## src/rtl/irq_line_pkg.sv

```systemverilog
package irq_line_pkg;
   typedef enum logic [1:0] {
      SEL_DIR  = 2'd0,
      SEL_ASRT = 2'd1,
      SEL_STAT = 2'd2,
      SEL_EN   = 2'd3
   } reg_sel_e;
endpackage

```

## src/rtl/irq_line_sync.sv

```systemverilog
module irq_line_sync #(
   parameter int WIDTH  = 7,
   parameter int STAGES = 2
) (
   input  logic             clk,
   input  logic             rst_n,
   input  logic [WIDTH-1:0] async_i,
   output logic [WIDTH-1:0] sync_o
);
   logic [WIDTH-1:0] stg [STAGES];

   always_ff @(posedge clk or negedge rst_n) begin
      if (!rst_n) begin
         for (int k = 0; k < STAGES; k++) stg[k] <= '1;
      end else begin
         stg[0] <= async_i;
         for (int k = 1; k < STAGES; k++) stg[k] <= stg[k-1];
      end
   end

   assign sync_o = stg[STAGES-1];
endmodule

```

## src/rtl/irq_line_qual.sv

```systemverilog
module irq_line_qual #(
   parameter int DEPTH = 3
) (
   input  logic clk,
   input  logic rst_n,
   input  logic block_i,
   input  logic samp_i,
   output logic qual_o
);
   logic [DEPTH-1:0] hist;

   generate
      if (DEPTH == 1) begin : g_single
         always_ff @(posedge clk or negedge rst_n) begin
            if (!rst_n)       hist <= '1;
            else if (block_i) hist <= '1;
            else              hist <= samp_i;
         end
      end else begin : g_shift
         always_ff @(posedge clk or negedge rst_n) begin
            if (!rst_n)       hist <= '1;
            else if (block_i) hist <= '1;
            else              hist <= {hist[DEPTH-2:0], samp_i};
         end
      end
   endgenerate

   assign qual_o = ~|hist;

   // a qualified low needs the newest sample to have been low
   p_qual_low_r3: assert property (@(posedge clk) disable iff (!rst_n)
      qual_o |-> !$past(samp_i));
endmodule

```

## src/rtl/irq_line_regs.sv

```systemverilog
module irq_line_regs
   import irq_line_pkg::*;
#(
   parameter int N = 7
) (
   input  logic         clk,
   input  logic         rst_n,
   input  logic         reg_wr,
   input  logic [1:0]   reg_addr,
   input  logic [N-1:0] reg_wdata,
   input  logic [N-1:0] qual_i,
   output logic [N-1:0] dir_o,
   output logic [N-1:0] asrt_o,
   output logic [N-1:0] en_o,
   output logic [N-1:0] stat_o,
   output logic [N-1:0] rdata_o
);
   logic [N-1:0] dir_q, asrt_q, en_q, stat_q;
   logic [N-1:0] clr_vec, set_vec;

   assign clr_vec = (reg_wr && reg_addr == SEL_STAT) ? reg_wdata : '0;
   assign set_vec = qual_i & ~dir_q;

   always_ff @(posedge clk or negedge rst_n) begin
      if (!rst_n) begin
         dir_q  <= '0;
         asrt_q <= '0;
         en_q   <= '0;
         stat_q <= '0;
      end else begin
         if (reg_wr && reg_addr == SEL_DIR)  dir_q  <= reg_wdata;
         if (reg_wr && reg_addr == SEL_ASRT) asrt_q <= reg_wdata;
         if (reg_wr && reg_addr == SEL_EN)   en_q   <= reg_wdata;
         stat_q <= (stat_q & ~clr_vec) | set_vec;
      end
   end

   always_comb begin
      case (reg_addr)
         SEL_DIR:  rdata_o = dir_q;
         SEL_ASRT: rdata_o = asrt_q;
         SEL_STAT: rdata_o = stat_q;
         default:  rdata_o = en_q;
      endcase
   end

   assign dir_o  = dir_q;
   assign asrt_o = asrt_q;
   assign en_o   = en_q;
   assign stat_o = stat_q;

   // a status bit rises only after its line was qualified
   p_set_needs_qual_r3: assert property (@(posedge clk) disable iff (!rst_n)
      ((stat_q & ~$past(stat_q) & ~$past(qual_i)) == '0));
   // a status bit falls only through a clear write
   p_sticky_r4: assert property (@(posedge clk) disable iff (!rst_n)
      (($past(stat_q) & ~stat_q & ~$past(clr_vec)) == '0));
   // a cleared bit that was not requalified reads 0
   p_clear_r5: assert property (@(posedge clk) disable iff (!rst_n)
      (reg_wr && reg_addr == SEL_STAT) |=>
         ((stat_q & $past(reg_wdata) & ~$past(qual_i)) == '0));
   // output lines never raise status
   p_out_block_r8: assert property (@(posedge clk) disable iff (!rst_n)
      ((stat_q & ~$past(stat_q) & $past(dir_q)) == '0));
endmodule

```

## src/rtl/irq_line_ctrl.sv

```systemverilog
module irq_line_ctrl
   import irq_line_pkg::*;
#(
   parameter int NUM_LINES   = 7,
   parameter int SYNC_STAGES = 2,
   parameter int QUAL_DEPTH  = 3,
   parameter bit REG_IRQ     = 1'b0
) (
   input  logic                 clk,
   input  logic                 rst_n,
   input  logic                 reg_wr,
   input  logic [1:0]           reg_addr,
   input  logic [NUM_LINES-1:0] reg_wdata,
   output logic [NUM_LINES-1:0] reg_rdata,
   input  logic [NUM_LINES-1:0] line_in,
   output logic [NUM_LINES-1:0] line_oe,
   output logic [NUM_LINES-1:0] line_out,
   output logic                 irq_out
);
   localparam int N = NUM_LINES;

   generate
      if (N < 1 || N > 32) begin : g_bad_n
         $error("irq_line_ctrl: NUM_LINES must be 1..32");
      end
      if (SYNC_STAGES < 2) begin : g_bad_sync
         $error("irq_line_ctrl: SYNC_STAGES must be at least 2");
      end
      if (QUAL_DEPTH < 1 || QUAL_DEPTH > 16) begin : g_bad_qual
         $error("irq_line_ctrl: QUAL_DEPTH must be 1..16");
      end
   endgenerate

   logic [N-1:0] line_sync, qual_vec;
   logic [N-1:0] dir_v, asrt_v, en_v, stat_v;
   logic         irq_any;

   irq_line_sync #(.WIDTH(N), .STAGES(SYNC_STAGES)) sync_i (
      .clk     (clk),
      .rst_n   (rst_n),
      .async_i (line_in),
      .sync_o  (line_sync)
   );

   for (genvar g = 0; g < N; g++) begin : g_qual
      irq_line_qual #(.DEPTH(QUAL_DEPTH)) qual_i (
         .clk     (clk),
         .rst_n   (rst_n),
         .block_i (dir_v[g]),
         .samp_i  (line_sync[g]),
         .qual_o  (qual_vec[g])
      );
   end

   irq_line_regs #(.N(N)) regs_i (
      .clk       (clk),
      .rst_n     (rst_n),
      .reg_wr    (reg_wr),
      .reg_addr  (reg_addr),
      .reg_wdata (reg_wdata),
      .qual_i    (qual_vec),
      .dir_o     (dir_v),
      .asrt_o    (asrt_v),
      .en_o      (en_v),
      .stat_o    (stat_v),
      .rdata_o   (reg_rdata)
   );

   assign line_oe  = dir_v & asrt_v;
   assign line_out = '0;
   assign irq_any  = |(stat_v & en_v);

   generate
      if (REG_IRQ) begin : g_irq_reg
         logic irq_q;
         always_ff @(posedge clk or negedge rst_n) begin
            if (!rst_n) irq_q <= 1'b0;
            else        irq_q <= irq_any;
         end
         assign irq_out = irq_q;
      end else begin : g_irq_comb
         assign irq_out = irq_any;
      end
   endgenerate

   // a line is pulled low only while it is an output
   p_oe_dir_r7: assert property (@(posedge clk) disable iff (!rst_n)
      ((line_oe & ~reg_rdata) == '0) || (reg_addr != SEL_DIR));
endmodule

```

## config.mk

```make
export PLATFORM = sky130hd
export DESIGN_NAME = irq_line_ctrl
export DESIGN_NICKNAME = d
export VERILOG_FILES = /design/src/rtl/irq_line_pkg.sv /design/src/rtl/irq_line_sync.sv /design/src/rtl/irq_line_qual.sv /design/src/rtl/irq_line_regs.sv /design/src/rtl/irq_line_ctrl.sv
export SDC_FILE = /design/constraint.sdc
export NUM_CORES = 1
export LEC_CHECK = 0
export ABC_AREA = 1
export ABC_CLOCK_PERIOD_IN_PS = 1000
export BUFFER_PORTS_ARGS = -buffer_cell sky130_fd_sc_hd__buf_2
export CORE_MARGIN = 1
export CORE_UTILIZATION = 50
export CTS_CLUSTER_DIAMETER = 150
export CTS_CLUSTER_SIZE = 40
export DETAILED_ROUTE_END_ITERATION = 16
export PLACE_DENSITY = 0.75
export SKIP_LAST_GASP = 1
export SYNTH_ARGS = -nofsm -noshare
export SYNTH_HDL_FRONTEND = slang
export SYNTH_SLANG_ARGS = --single-unit
```

## constraint.sdc

```tcl
create_clock -name clk -period 1 [get_ports clk]
set_clock_uncertainty 0.15 [all_clocks]
set_input_delay 0.1 -clock clk [delete_from_list [all_inputs] [get_ports clk]]
set_output_delay 0.1 -clock clk [all_outputs]
set_load 0.05 [all_outputs]
```

* Yosys cells after proc, flatten, opt, wreduce, memory -nomap -nowiden
Index checks and enable logic that the tools add are counted.
** Word-level totals
- Input bits :: 19
- Bits in registers :: 63
- Logic and storage cells :: 52
- Output and inout bits :: 22
** Cells by class
- Bitwise gates (word level) :: 7
- Equal/unequal tests :: 3
- Multiplexer cells :: 9
- Reduce and logical (&&, ||, !) cells :: 20
** Operators with widths (number)
- 7-bit bitwise AND :: 4
- 3-bit two-way mux :: 7
- 7-bit case mux with 3 select lines :: 1
- 3-bit OR reduction :: 7
- 7-bit inverter :: 2
- 1-bit logical NOT :: 7
- 7-bit two-way mux :: 1
- 7-bit OR :: 1
- 7-bit OR reduction :: 1
- 2-bit equality test, second input constant :: 2
- 1-bit logical AND :: 4
- 2-bit by 1-bit equality test with 1-bit output, second input constant :: 1
- 2-bit logical NOT :: 1

* Logic depth before layout (Yosys ltp)
- Depth in word-level cells :: 6
- Gate-level depth with buffers :: 6

* Cells and area by module
From an unflattened synthesis, not the netlist that was laid out.
** Second synthesis, totals
- Cells, all modules :: 296
- Area, all modules :: 2756.4 µm²
** By module, submodules not included
- irq_line_regs :: area an instance 1395.1 µm², instances 1, seq. area each 700.7 µm², cells an instance 162
- irq_line_qual :: area an instance 111.4 µm², instances 7, seq. area each 78.8 µm², cells an instance 11
- irq_line_sync :: area an instance 420.4 µm², instances 1, seq. area each 367.9 µm², cells an instance 21
- irq_line_ctrl :: area an instance 161.4 µm², instances 1, seq. area each 0.0 µm², cells an instance 36

* Least setup slack after synthesis
No wires, ideal clock.
- Path type :: input to output
- Start point :: input reg_addr[0]
- End point :: output reg_rdata[0]
- Stages :: 4
- Arrival :: 1.052 ns
- Slack :: -0.302 ns
- Buffers on the path :: 2
- Required time :: 0.750 ns
- Cell sequence :: buf_4 > buf_1 > nand3_1 > nand4_1
** Between the ends
- Word-level cells in the longest chain between the ends :: 2
- Elaborated cells between the ends (all ways) :: 4
- Those cells by class :: 2 x eq/ne; 1 x mux; 1 x reduce/logical
** RTL lines
- from (decl) :: RTL line irq_line_ctrl.sv:12 : input logic [1:0] reg_addr,
- 2-bit equality test, or another cell as far along :: RTL line irq_line_regs.sv:39 : case (reg_addr)
- 7-bit case mux with 3 select lines (*) :: RTL line irq_line_regs.sv:39
- to (decl) :: RTL line irq_line_ctrl.sv:14 : output logic [NUM_LINES-1:0] reg_rdata,
Mark *: on every way between the ends. The rest lies on a longest branch, timed or not.

* Final worst setup path
- Start point :: register regs_i.stat_q[4] (netlist: regs_i.stat_o[4])
- End point :: output irq_out
** Between the ends
- Word-level cells in the longest chain between the ends :: 2
** RTL lines
- from (decl) :: RTL line irq_line_regs.sv:18 : logic [N-1:0] dir_q, asrt_q, en_q, stat_q;
- from (signal assigned) :: RTL line irq_line_regs.sv:34 : stat_q <= (stat_q & ~clr_vec) | set_vec;
- 7-bit bitwise AND :: RTL line irq_line_ctrl.sv:71 : assign irq_any = |(stat_v & en_v);
- 7-bit OR reduction :: RTL line irq_line_ctrl.sv:71
- to (decl) :: RTL line irq_line_ctrl.sv:18 : output logic irq_out
No other way between the ends.

==> results.py <==
metrics = {
    "setup_path": {
        "crit_path_end_kind": "output pin",
        "crit_arrival_ns": 1.22,
        "r2r_end": "regs_i.stat_o[1]",
        "rrSetupSlack_ns": -0.16,
        "crit_end": "irq_out",
        "required_ns": 0.75,
        "crit_fanout": 3,
        "start_kind": "flop",
        "setup.worst_path.start": "regs_i.stat_o[4]",
        "rr_worst_depth": 7,
        "r2r-start": "regs_i.dir_o[1]",
        "critical_path_class": "reg -> out",
    },
    "route": {
        "drtAntennaViolNets": 0,
        "viasPerCell": 4.82,
        "drt_iter0_drc": 100,
        "finalWirelength_um": 5690,
        "first_pass_iters": 4,
        "wl_per_cell_um": 12.9,
        "drcViolationCount": 0,
        "vias": 2121,
    },
    "power": {
        "power.total_w": 0.00753,
        "leakage_nw": 1.89,
        "clockPowerShare_pct": 30.9,
        "switching_share_pct": 30.0,
        "power.density_nw_per_um2": 2000,
        "peakVddDrop_v": 0.00137,
        "p_comb_share_pct": 26.4,
        "p_sw_w": 0.00226,
        "p_int_w": 0.00527,
        "p_seq_share_pct": 42.7,
    },
    "die": {
        "core_area_um2": 4850,
        "initial_core_util_pct": 53.1,
        "die-area_um2": 5440,
        "fp-row-count": 25,
        "die_x_um": 73.8,
        "pin_count": 41,
        "die_h_um": 73.8,
    },
    "cells_and_area": {
        "nets": 387,
        "area_growth_pct": 46.3,
        "utilization_pct": 77.7,
        "multi_input_comb_area_um2": 860,
        "register_area_um2": 1620,
        "num_antenna_cells": 0,
        "drive_above_1_share_pct": 46.1,
        "stdcell_count": 440,
        "fillCellCount": 309,
    },
    "global_routing": {
        "antenna_found_initial": 0,
        "grt_max_degree": 64,
        "grt_pass1_vias": 1855,
        "grt_first_pass_wirelength_um": 8230,
        "grtUsageTotal_pct": 21.3,
        "globalRouteOverflowTotal": 0,
    },
    "run_status": {
        "run_status": "finished, violations left",
        "violations": "negative setup slack",
    },
    "placement": {
        "hpwlAfterDp_um": 3250,
        "dpl.cell_count": 386,
        "place_congestion": 0.816,
        "io_buffers": 33,
    },
    "yosys": {
        "ys_ff_latch": 63,
        "ys_seq_area_share_pct": 62.9,
        "synth_top_flop_cell": "dfstp_2",
        "synthCells": 273,
        "synth.avg_cell_area_um2": 9.44,
        "synth_common_cells": "nand2_1, inv_1, dfstp_2",
        "synth_area_leader_cell": "dfstp_2",
        "synth.top_cells.by_area": "dfstp_2, dfrtp_1, nand2_1, inv_1, nand3_1",
        "synth_top_area_share_pct": 35.7,
        "yosysUniqueCellTypes": 19,
        "yosysMostFrequentCell": "nand2_1",
        "syn_area_um2": 2580,
        "ys_warn_count": 0,
        "synth-edff-count": 0,
        "async_flop_share_pct": 100,
    },
    "sta": {
        "rsz0062_at_grt": "yes",
        "drv_slew": 0,
        "hold_viol_final": 0,
        "min_period_ns": 1.47,
        "setup_viol": 31,
        "setup_slack_ns": -0.473,
        "max_freq_mhz": 679,
        "fin_crit_sh_pct": 147,
    },
    "clock_tree": {
        "clk_latency_ns": 0.34,
        "cts_sinks": 63,
        "cts_max_path_buffers": 2,
        "numCtsBuffers": 9,
        "clk_pin_slew_ns": 0.07,
        "h-tree-depth": 3,
        "clock_tree.root_cell": "clkbuf_8",
        "tritoncts": "done",
    },
    "job": {
        "cap_violations": 0,
    },
    "hold_path": {
        "min_path_type": "in -> reg",
    },
}
-- cell type report --
class                           count  area share (%)
Sequential cell                    63            43.0
Multi-Input combinational cell    163            22.8
Timing Repair Buffer               94            22.3
Inverter                           37            4.15
Clock buffer                       12            3.59
Tap cell                           67            2.22
Clock inverter                      4            1.86
-- metal layers --
metal  GRT usage, %  wire [um]  vias up
met4           13.0        123        0
li1               -          -     1035
met1           26.5       2510     1017
met3           4.80        244       12
met2           33.6       2820       57
met5              0          0        -
-- flip-flops by register name, indices dropped and copies added (netlist names) --
name,count
regs_i.asrt_o,7
regs_i.en_o,7
sync_i.sync_o,7
sync_i.stg,7
regs_i.stat_o,7
g_qual.qual_i.hist,21
regs_i.dir_o,7
-- stage by stage --
stage	hold slack (ns)	TNS, ns	instance area (um^2)	worst slack [ns]
final	0.0963	-6.40	3770	-0.473
after floorplan	-0.346	-1.26	2640	-0.174
after detailed placement	-0.0185	-8.58	2960	-0.330
after global placement	-0.0136	-7.26	2960	-0.282
after global routing	0.106	-7.82	3770	-0.544
after CTS	0.0885	-6.32	3540	-0.484
-- critical path, stage by stage (launching register included) --
cell and delay (ns):
dfrtp_1 0.41, nand2_1 0.09, nand2_1 0.06, nor2_1 0.10
nand2_2 0.07, buf_6 0.15
-- cells by family (layout without fill, tap and decap cells) --
logic type	count (synthesis)	in the layout	share of synthesized area [%]
compound gates	22	22	4.27
buf+inv	53	147	9.23
flops	63	63	62.9
other cells	1	7	0.146
simple gates	134	134	23.5
-- cells in the final DEF, fill, tap and decap left out, drive strengths merged, types with 7 or more instances in the layout --
cell type / n
inv: 37
nand3: 23
or2: 7
buf: 78
nand2: 81
clkbuf: 13
nand4: 14
conb: 7
nor2: 9
dfrtp: 28
dfstp: 35
o21ai: 21
dlygate4sd3: 15
-- worst min path at each step --
stage / from / to / slack, ns / cells after the start
global placement: rst_n / regs_i.stat_o[0] / -0.01 / 2
finish: reg_wr / regs_i.dir_o[6] / 0.1 / 3
detailed placement: rst_n / regs_i.asrt_o[0] / -0.02 / 2
global route: reg_wr / regs_i.dir_o[2] / 0.11 / 3
CTS: reg_wr / regs_i.en_o[3] / 0.09 / 4
floorplan: rst_n / regs_i.asrt_o[0] / -0.35 / 0
-- power by group through the flow --
stage                     clock (W)  sequential [W]  combinational [W]
after floorplan                   0         0.00318           0.000948
after global placement            0         0.00324            0.00128
after detailed placement          0         0.00325            0.00131
after CTS                   0.00236         0.00320            0.00168
after global routing        0.00248         0.00325            0.00213
final                       0.00232         0.00322            0.00198
-- repair_timing --
| item | 4_1_cts | 5_1_grt |
|---|---|---|
| hold buffers | 15 | 0 |
| buffers inserted | 12 | 17 |
| pin swaps | 19 | 33 |
| endpoints found under the setup margin | 24 | 44 |
| gates resized for setup | 45 | 54 |
| endpoints found under the hold margin | 98 | 0 |
| gates cloned | 0 | 0 |
(Power assumes the default switching activity.)
